### src/rtl/cmdq_trig_pkg.sv
`timescale 1ns/1ps
package cmdq_trig_pkg;
   typedef enum logic [1:0] {
      ST_IDLE = 2'd0,
      ST_WAIT = 2'd1,
      ST_TRIG = 2'd2
   } qstat_e;

   typedef enum logic [1:0] {
      TK_OFF   = 2'd0,
      TK_SW    = 2'd1,
      TK_EDGE  = 2'd2,
      TK_LEVEL = 2'd3
   } tkind_e;

   localparam int MODE_W   = 3;
   localparam int NFLAG    = 3;
   localparam int FL_EOQ   = 0;
   localparam int FL_PAUSE = 1;
   localparam int FL_OVR   = 2;
endpackage

### src/rtl/cmdq_trig_sync.sv
`timescale 1ns/1ps
module cmdq_trig_sync #(
   parameter int STAGES = 2
) (
   input  logic clk,
   input  logic rst_n,
   input  logic trig_in,
   input  logic trig_pol,
   output logic gate_open,
   output logic edge_hit
);
   localparam int LAST = STAGES - 1;

   if (STAGES < 2) begin : g_bad_stages
      $error("cmdq_trig_sync: STAGES must be at least 2");
   end

   logic [STAGES-1:0] chain_q;
   logic              prev_q;

   // synchroniser chain plus one history flop for edge detection
   always_ff @(posedge clk or negedge rst_n) begin
      if (!rst_n) begin
         chain_q <= '0;
         prev_q  <= 1'b0;
      end else begin
         chain_q <= {chain_q[STAGES-2:0], trig_in};
         prev_q  <= chain_q[LAST];
      end
   end

   assign gate_open = chain_q[LAST] ^ trig_pol;
   assign edge_hit  = gate_open & ~(prev_q ^ trig_pol);

   AST_EDGE_AFTER_CLOSED: assert property (@(posedge clk) disable iff (!rst_n)
      (edge_hit && $stable(trig_pol)) |-> !$past(gate_open));
endmodule

### src/rtl/cmdq_trig_flags.sv
`timescale 1ns/1ps
module cmdq_trig_flags #(
   parameter int N = 3
) (
   input  logic         clk,
   input  logic         rst_n,
   input  logic [N-1:0] set_i,
   input  logic [N-1:0] clr_i,
   input  logic [N-1:0] en_i,
   output logic [N-1:0] flag_o,
   output logic [N-1:0] irq_o
);
   if (N < 1) begin : g_bad_n
      $error("cmdq_trig_flags: N must be positive");
   end

   for (genvar i = 0; i < N; i++) begin : g_flag
      logic bit_q;

      always_ff @(posedge clk or negedge rst_n) begin
         if (!rst_n)        bit_q <= 1'b0;
         else if (set_i[i]) bit_q <= 1'b1;
         else if (clr_i[i]) bit_q <= 1'b0;
      end

      assign flag_o[i] = bit_q;
      assign irq_o[i]  = bit_q & en_i[i];

      AST_FLAG_STICKY: assert property (@(posedge clk) disable iff (!rst_n)
         (bit_q && !clr_i[i]) |=> bit_q);
   end
endmodule

### src/rtl/cmdq_trig_fsm.sv
`timescale 1ns/1ps
module cmdq_trig_fsm
   import cmdq_trig_pkg::*;
(
   input  logic              clk,
   input  logic              rst_n,
   input  logic [MODE_W-1:0] mode_sel,
   input  logic              arm_set,
   input  logic              gate_open,
   input  logic              edge_hit,
   input  logic              cmd_valid,
   input  logic              cmd_eoq,
   input  logic              cmd_pause,
   input  logic              grant,
   input  logic              buf_full,
   output qstat_e            status,
   output logic              armed,
   output logic              fire,
   output logic [NFLAG-1:0]  flag_set
);
   logic [MODE_W-1:0] mode_q;
   qstat_e            status_q, status_d;
   logic              arm_q;
   tkind_e            kind;
   logic              cont, mode_chg, gate_ok;
   logic              eoq_stop, pause_stop, gate_shut;

   assign kind     = tkind_e'(mode_q[1:0]);
   assign cont     = mode_q[MODE_W-1];
   assign mode_chg = (mode_sel != mode_q);
   assign gate_ok  = (kind != TK_LEVEL) || gate_open;

   // single-cycle transfer handshake
   assign fire = (status_q == ST_TRIG) && cmd_valid && grant && !buf_full && gate_ok;

   assign eoq_stop   = fire && cmd_eoq && (!cont || kind == TK_EDGE);
   assign pause_stop = fire && cmd_pause && (kind == TK_EDGE);
   assign gate_shut  = (kind == TK_LEVEL) && !gate_open;

   always_comb begin
      status_d = status_q;
      if (mode_chg) begin
         status_d = ST_IDLE;
      end else begin
         case (status_q)
            ST_IDLE: begin
               if (kind == TK_SW) begin
                  if (cont || arm_q) status_d = ST_TRIG;
               end else if (kind != TK_OFF) begin
                  if (cont || arm_q) status_d = ST_WAIT;
               end
            end
            ST_WAIT: begin
               if ((kind == TK_EDGE && edge_hit) || (kind == TK_LEVEL && gate_open))
                  status_d = ST_TRIG;
            end
            ST_TRIG: begin
               if (eoq_stop)        status_d = cont ? ST_WAIT : ST_IDLE;
               else if (pause_stop) status_d = ST_WAIT;
               else if (gate_shut)  status_d = ST_WAIT;
            end
            default: status_d = ST_IDLE;
         endcase
      end
   end

   always_ff @(posedge clk or negedge rst_n) begin
      if (!rst_n) begin
         mode_q   <= '0;
         status_q <= ST_IDLE;
         arm_q    <= 1'b0;
      end else begin
         mode_q   <= mode_sel;
         status_q <= status_d;
         if (arm_set)                                    arm_q <= 1'b1;
         else if (mode_chg || (fire && cmd_eoq && !cont)) arm_q <= 1'b0;
      end
   end

   always_comb begin
      flag_set           = '0;
      flag_set[FL_EOQ]   = fire && cmd_eoq;
      flag_set[FL_PAUSE] = (pause_stop && !cmd_eoq) || ((status_q == ST_TRIG) && gate_shut);
      flag_set[FL_OVR]   = (status_q == ST_TRIG) && (kind == TK_EDGE) && edge_hit;
   end

   assign status = status_q;
   assign armed  = arm_q;

   AST_STATUS_LEGAL: assert property (@(posedge clk) disable iff (!rst_n)
      status_q != 2'd3);
   AST_SS_EOQ_IDLE: assert property (@(posedge clk) disable iff (!rst_n)
      (fire && cmd_eoq && !cont && !mode_chg) |=> status_q == ST_IDLE);
   AST_SS_EOQ_DISARM: assert property (@(posedge clk) disable iff (!rst_n)
      (fire && cmd_eoq && !cont && !arm_set) |=> !arm_q);
   AST_CS_SW_RUNS: assert property (@(posedge clk) disable iff (!rst_n)
      (mode_q == 3'b101 && !mode_chg && status_q == ST_TRIG) |=> status_q == ST_TRIG);
   AST_GATE_CLOSE_WAIT: assert property (@(posedge clk) disable iff (!rst_n)
      (status_q == ST_TRIG && gate_shut && !mode_chg) |=> status_q == ST_WAIT);
endmodule

### src/rtl/cmdq_trig_ctrl.sv
`timescale 1ns/1ps
module cmdq_trig_ctrl
   import cmdq_trig_pkg::*;
#(
   parameter int CMD_W       = 16,
   parameter int SYNC_STAGES = 2
) (
   input  logic              clk,
   input  logic              rst_n,
   input  logic [2:0]        mode_sel,
   input  logic              trig_pol,
   input  logic              trig_in,
   input  logic              arm_set,
   input  logic              cmd_valid,
   input  logic [CMD_W-1:0]  cmd_data,
   input  logic              cmd_eoq,
   input  logic              cmd_pause,
   input  logic              grant,
   input  logic              buf_full,
   input  logic [2:0]        flag_clr,
   input  logic [2:0]        irq_en,
   output logic              cmd_pop,
   output logic              xfer_valid,
   output logic [CMD_W-1:0]  xfer_data,
   output logic [1:0]        q_status,
   output logic              armed,
   output logic [2:0]        flags,
   output logic [2:0]        irq
);
   if (CMD_W < 1) begin : g_bad_width
      $error("cmdq_trig_ctrl: CMD_W must be positive");
   end

   logic             gate_open, edge_hit, fire;
   qstat_e           status_w;
   logic [NFLAG-1:0] flag_set, flag_w;

   cmdq_trig_sync #(.STAGES(SYNC_STAGES)) u_sync (
      .clk       (clk),
      .rst_n     (rst_n),
      .trig_in   (trig_in),
      .trig_pol  (trig_pol),
      .gate_open (gate_open),
      .edge_hit  (edge_hit)
   );

   cmdq_trig_fsm u_fsm (
      .clk       (clk),
      .rst_n     (rst_n),
      .mode_sel  (mode_sel),
      .arm_set   (arm_set),
      .gate_open (gate_open),
      .edge_hit  (edge_hit),
      .cmd_valid (cmd_valid),
      .cmd_eoq   (cmd_eoq),
      .cmd_pause (cmd_pause),
      .grant     (grant),
      .buf_full  (buf_full),
      .status    (status_w),
      .armed     (armed),
      .fire      (fire),
      .flag_set  (flag_set)
   );

   cmdq_trig_flags #(.N(NFLAG)) u_flags (
      .clk    (clk),
      .rst_n  (rst_n),
      .set_i  (flag_set),
      .clr_i  (flag_clr),
      .en_i   (irq_en),
      .flag_o (flag_w),
      .irq_o  (irq)
   );

   assign cmd_pop    = fire;
   assign xfer_valid = fire;
   assign xfer_data  = cmd_data;
   assign q_status   = status_w;
   assign flags      = flag_w;

   AST_OVR_FROM_TRIG: assert property (@(posedge clk) disable iff (!rst_n)
      $rose(flag_w[FL_OVR]) |-> $past(status_w) == ST_TRIG);
endmodule

### config.mk
export PLATFORM = sky130hd
export DESIGN_NAME = cmdq_trig_ctrl
export DESIGN_NICKNAME = d
export VERILOG_FILES = /design/src/rtl/cmdq_trig_pkg.sv /design/src/rtl/cmdq_trig_sync.sv /design/src/rtl/cmdq_trig_flags.sv /design/src/rtl/cmdq_trig_fsm.sv /design/src/rtl/cmdq_trig_ctrl.sv
export SDC_FILE = /design/constraint.sdc
export NUM_CORES = 1
export LEC_CHECK = 0
export ABC_AREA = 0
export CORE_AREA = 5 5 42 44
export CTS_BUF_LIST = sky130_fd_sc_hd__clkbuf_8
export CTS_CLUSTER_DIAMETER = 30
export DETAILED_ROUTE_END_ITERATION = 10
export DIE_AREA = 0 0 47 49
export DONT_BUFFER_PORTS = 1
export GPL_TIMING_DRIVEN = 1
export HOLD_SLACK_MARGIN = 0.02
export MAX_ROUTING_LAYER = met4
export PLACE_DENSITY = 0.76
export SYNTH_ARGS = -nofsm -noshare
export SYNTH_HDL_FRONTEND = slang
export SYNTH_SLANG_ARGS = --single-unit
### constraint.sdc
create_clock -name clk -period 2.4 [get_ports clk]
set_clock_uncertainty 0.15 [all_clocks]
set_input_delay 0.24 -clock clk [delete_from_list [all_inputs] [get_ports clk]]
set_output_delay 0.24 -clock clk [all_outputs]
set_load 0.05 [all_outputs]
# [Yosys cells after proc, flatten, opt, wreduce, memory -nomap -nowiden]
# Index checks and enable logic that the tools add are counted.
[classes] mul=0 n_reduce_logical=33 n_bitwise=7 eq_ne=11 n_mux=19 add_sub_neg=0 n_lt_le_gt_ge=0 div=0 n_shift=0
[ops] cell="$mux W2" count=9
[ops] cell="$logic_and A1 B1 Y1" count=16
[ops] cell="$reduce_bool A2 Y1" count=5
[ops] cell="$mux W1" count=9
[ops] cell="$eq A2 B2 Y1 const B" count=3
[ops] cell="$logic_or A1 B1 Y1" count=6
[ops] cell="$ne A3 B1 Y1 const B" count=2
[ops] cell="$pmux W2 S3" count=1
[ops] cell="$ne A5 B1 Y1 const B" count=1
[ops] cell="$and A1 B1 Y1" count=4
[ops] cell="$eq A2 B1 Y1 const B" count=2
[ops] cell="$logic_not A1 Y1" count=4
[ops] cell="$ne A4 B1 Y1 const B" count=1
[ops] cell="$reduce_and A4 Y1" count=1
[ops] cell="$ne A3 B3 Y1" count=1
[ops] cell="$logic_not A2 Y1" count=1
[ops] cell="$ne A2 B2 Y1 const B" count=1
[ops] cell="$xor A1 B1 Y1" count=2
[ops] cell="$not A1 Y1" count=1
[totals] latchBits=0 elab_cells=78 reg_bits=12 ramBits=0 output_inout_bits=27 rom_bits=0 memories=0

# [Logic depth before layout (Yosys ltp)]
[depth] depth_word=11 mapped_depth=6 ltp_nobuf=5

# [Cells and area by module]
# A second synthesis with hierarchy kept.
[unflattened] hier_cells=83 area_unflattened_um2=804.5
[by_module_without_submodules] mod="cmdq_trig_fsm" seq_area_each_um2=150.1 area_each_um2=420.4 cells_per_inst=44 instances=1
[by_module_without_submodules] mod="cmdq_trig_flags" seq_area_each_um2=75.1 area_each_um2=150.1 cells_per_inst=15 instances=1
[by_module_without_submodules] mod="cmdq_trig_ctrl" seq_area_each_um2=0.0 area_each_um2=127.6 cells_per_inst=17 instances=1
[by_module_without_submodules] mod="cmdq_trig_sync" seq_area_each_um2=75.1 area_each_um2=106.4 cells_per_inst=7 instances=1

# [Worst setup path after synthesis]
# No wires, ideal clock.
[synth_path] path_type="reg2out" start="register u_fsm.status_q[1] (netlist: u_fsm.status[1])" end="output xfer_valid" path_stages_with_launch=4 slack_ns=-0.096 arrival_ns=2.106 t_required_ns=2.010 path_cell_list="dfrtp_1 or2b_2 nor3_2 buf_4"
[synth_between] elab_chain_len=5
[synth_rtl] element="from (decl)" line_no="cmdq_trig_fsm.sv:22" text="qstat_e status_q, status_d;"
[synth_rtl] element="from (signal assigned)" line_no="cmdq_trig_fsm.sv:74" text="status_q <= status_d;"
[synth_rtl] element="$eq A2 B2 Y1" line_no="cmdq_trig_fsm.sv:34" text="assign fire = (status_q == ST_TRIG) && cmd_valid && grant && !buf_full && gate_ok;"
[synth_rtl] element="$logic_and A1 B1 Y1 (4 in series)" line_no="cmdq_trig_fsm.sv:34"
[synth_rtl] element="to (decl)" line_no="cmdq_trig_ctrl.sv:23" text="output logic xfer_valid,"
# No other way between the ends.

# [Final worst setup path]
[layout_path] start="register u_sync.chain_q[1]" end="output cmd_pop"
[layout_between] elab_chain_len=3
[layout_rtl] element="from (decl)" line_no="cmdq_trig_sync.sv:18" text="logic [STAGES-1:0] chain_q;"
[layout_rtl] element="from (signal assigned)" line_no="cmdq_trig_sync.sv:27" text="chain_q <= {chain_q[STAGES-2:0], trig_in};"
[layout_rtl] element="$xor A1 B1 Y1" line_no="cmdq_trig_sync.sv:32" text="assign gate_open = chain_q[LAST] ^ trig_pol;"
[layout_rtl] element="$logic_or A1 B1 Y1" line_no="cmdq_trig_fsm.sv:31" text="assign gate_ok = (kind != TK_LEVEL) || gate_open;"
[layout_rtl] element="$logic_and A1 B1 Y1" line_no="cmdq_trig_fsm.sv:34"
[layout_rtl] element="to (decl)" line_no="cmdq_trig_ctrl.sv:22" text="output logic cmd_pop,"
# No other way between the ends.

==> impl_metrics.ini <==
[status]
status = finished, final reports clean

[floorplan]
core-area_um2 = 1400
dieArea_um2 = 2300
rows = 14
die_h_um = 49
start_util_pct = 56.2
ios = 62
die_w_um = 47

[pwr]
ir_drop_v = 0.000400
leakage_nw = 0.340
power.density_nw_per_um2 = 603

[global_route]
antenna_found_initial = 0
grt_pass1_wl_um = 2490
grt_pass1_vias = 535
grt_usage_pct = 15.1
grt_max_degree = 13
overflow = 0

[place]
io_buffers = 0
gp_congestion = 0.789
dpl.hpwl_um = 1140
pre_cts_slack_ns = 0.554
dp.cells = 82

[clock_network]
cts_buffers = 3
clk_pin_slew_ns = 0.05
post-cts-setup-buffers = 0
cts_tree = built
holdBufCountCts = 10
cts_buffer_depth = 2
clk_root_buffer_cell = clkbuf_8
htreeDepth = 1
insertion_delay_ns = 0.24
post_cts_resized = 0
cts_num_sinks = 12

[drt]
num_vias = 552
drc = 0
drtIter0Drc = 9
ant_nets = 0
wl_per_cell_um = 16.1
routed_wl_um = 1550
drt-pass1-iter-count = 4
viasPerCell = 5.75

[yosys]
yosys_register_bits = 12
ys_types = 33
async_flop_share_pct = 100
netlist_instances = 83
synth.cell_area_um2 = 787
synth_edf_count = 0
yosysSeqAreaShare_pct = 38.2
synth_area_per_cell_um2 = 9.48
ys_warn_count = 0
ys_dominant_reg_cell = dfrtp_1
syn_nets = 118

[final_layout]
final-instance-count-excl-fill = 96
syn_to_final_growth_pct = 6.36
drive_gt1_share_pct = 16.3
nets = 116
diodes = 0
multi_input_area_um2 = 320
fillerInstances = 122
seq_area_um2 = 300

[sta]
finalHoldViolations = 0
fin_ws_ns = 0.418
setup_viol = 0
rsz0062_at_grt = no
finalSetupTns_ns = 0
period_share_pct = 82.6
max_slew.worst_pin.slew_ns = 0.550
period_needed_ns = 1.98
slew_violations = 0
clock.fmax_mhz = 504
maxSlewHeadroom_pct = 63.2

[critical_path]
cp.arrival_ns = 1.59
start_kind = register
cp-end-kind = output pin
required_ns = 2.01
worstSetupPathType = register to output pin
crit_fanout = 5

[run]
maxCapViolations = 0

[hold_path]
hp-class = input pin to register
synth_stat cells, types with 2 or more instances:
cell	instances	area (um2)
nand2_1	6	22.5
nor2b_1	2	12.5
nor3_1	2	10.0
nand3b_1	3	22.5
nor2_1	5	18.8
inv_1	3	11.3
buf_4	20	150
xor2_1	3	26.3
and2_1	3	18.8
dfrtp_1	12	300
nand2b_1	2	12.5
placed cells by master (no fill, tap or decap), drive strengths merged, types with 2 or more instances in the layout:
cell type and count:
nor2 5, dlygate4sd3 10, clkbuf 4, nor2b 2, xor2 3, nand2 6, nor3 3, nand3b 3
dfrtp 12, and2 3, nand2b 2, buf 4, o21ai 2, inv 3
layout make-up:
class                           instances  share of cell area [%]
Multi-Input combinational cell         47                    38.3
Sequential cell                        12                    35.9
Timing Repair Buffer                   14                    15.5
Clock buffer                            4                    6.58
Tap cell                               16                    2.39
Inverter                                3                    1.35
registers in the layout (all words and copies together), names as in the netlist:
signal,flops
u_sync.prev_q,1
u_fsm.armed,1
u_fsm.mode_q,3
u_fsm.status,2
u_flags.g_flag.bit_q,3
u_sync.chain_q,2
worst max-delay path, stage by stage (launching register included):
cell and delay, ns:
dfrtp_1 0.42, xnor2_1 0.16, and3_4 0.21, nor3_4 0.22
buf_4 0.33
metal layers:
metal	up-vias	share of wire, %	GRT usage [%]
met5	-	0	-
met4	0	1.2	4.15
met3	5	11	4.06
met2	30	50	23.1
met1	260	38	19.5
li1	257	-	-
through the flow:
step / cell area (um2) / utilization, % / power [mW] / hold slack (ns)
floorplan: 793 / - / 0.335 / -0.206
CTS: 837 / 59.7 / 0.510 / 0.0952
global placement: 682 / 48.7 / 0.268 / -0.205
global route: 837 / 59.7 / 0.528 / 0.132
finish: 837 / 59.7 / 0.505 / 0.0929
detailed placement: 682 / 48.7 / 0.270 / -0.205
path summary, 6_finish.rpt:
kind / slack, ns / end / depth (start not counted) / startpoint
max: 0.42 / cmd_pop / 4 / u_sync.chain_q[1]
min: 0.09 / u_flags.g_flag[1].bit_q / 3 / cmd_eoq
max reg2reg: 0.47 / u_flags.g_flag[0].bit_q / 6 / u_sync.chain_q[1]
min reg2reg: 0.20 / u_sync.chain_q[1] / 0 / u_sync.chain_q[0]
max in group asynchronous: 1.46 / u_flags.g_flag[1].bit_q / 1 / rst_n
min in group asynchronous: 0.27 / u_fsm.status[0] / 1 / rst_n
power by group:
group | internal [mW] | total, mW | leakage (nW) | switching [mW]
Clock | 0.145 | 0.222 | 0.0288 | 0.0765
Sequential | 0.210 | 0.225 | 0.151 | 0.0148
Combinational | 0.0287 | 0.0581 | 0.160 | 0.0294
Total | 0.384 | 0.505 | 0.340 | 0.121
cell families (layout without fill, tap and decap cells):
family                    Yosys count  count (layout)  synth area share (%)
DFF                                12              12                  38.2
AOI/OAI and AO/OA                  11              11                  10.3
buffers and inverters              24              21                  21.9
and+or+nand+nor                    32              32                  25.1
xor gates and xnor gates            4               4                  4.45
No activity file was read; power rests on OpenSTA's default activity.
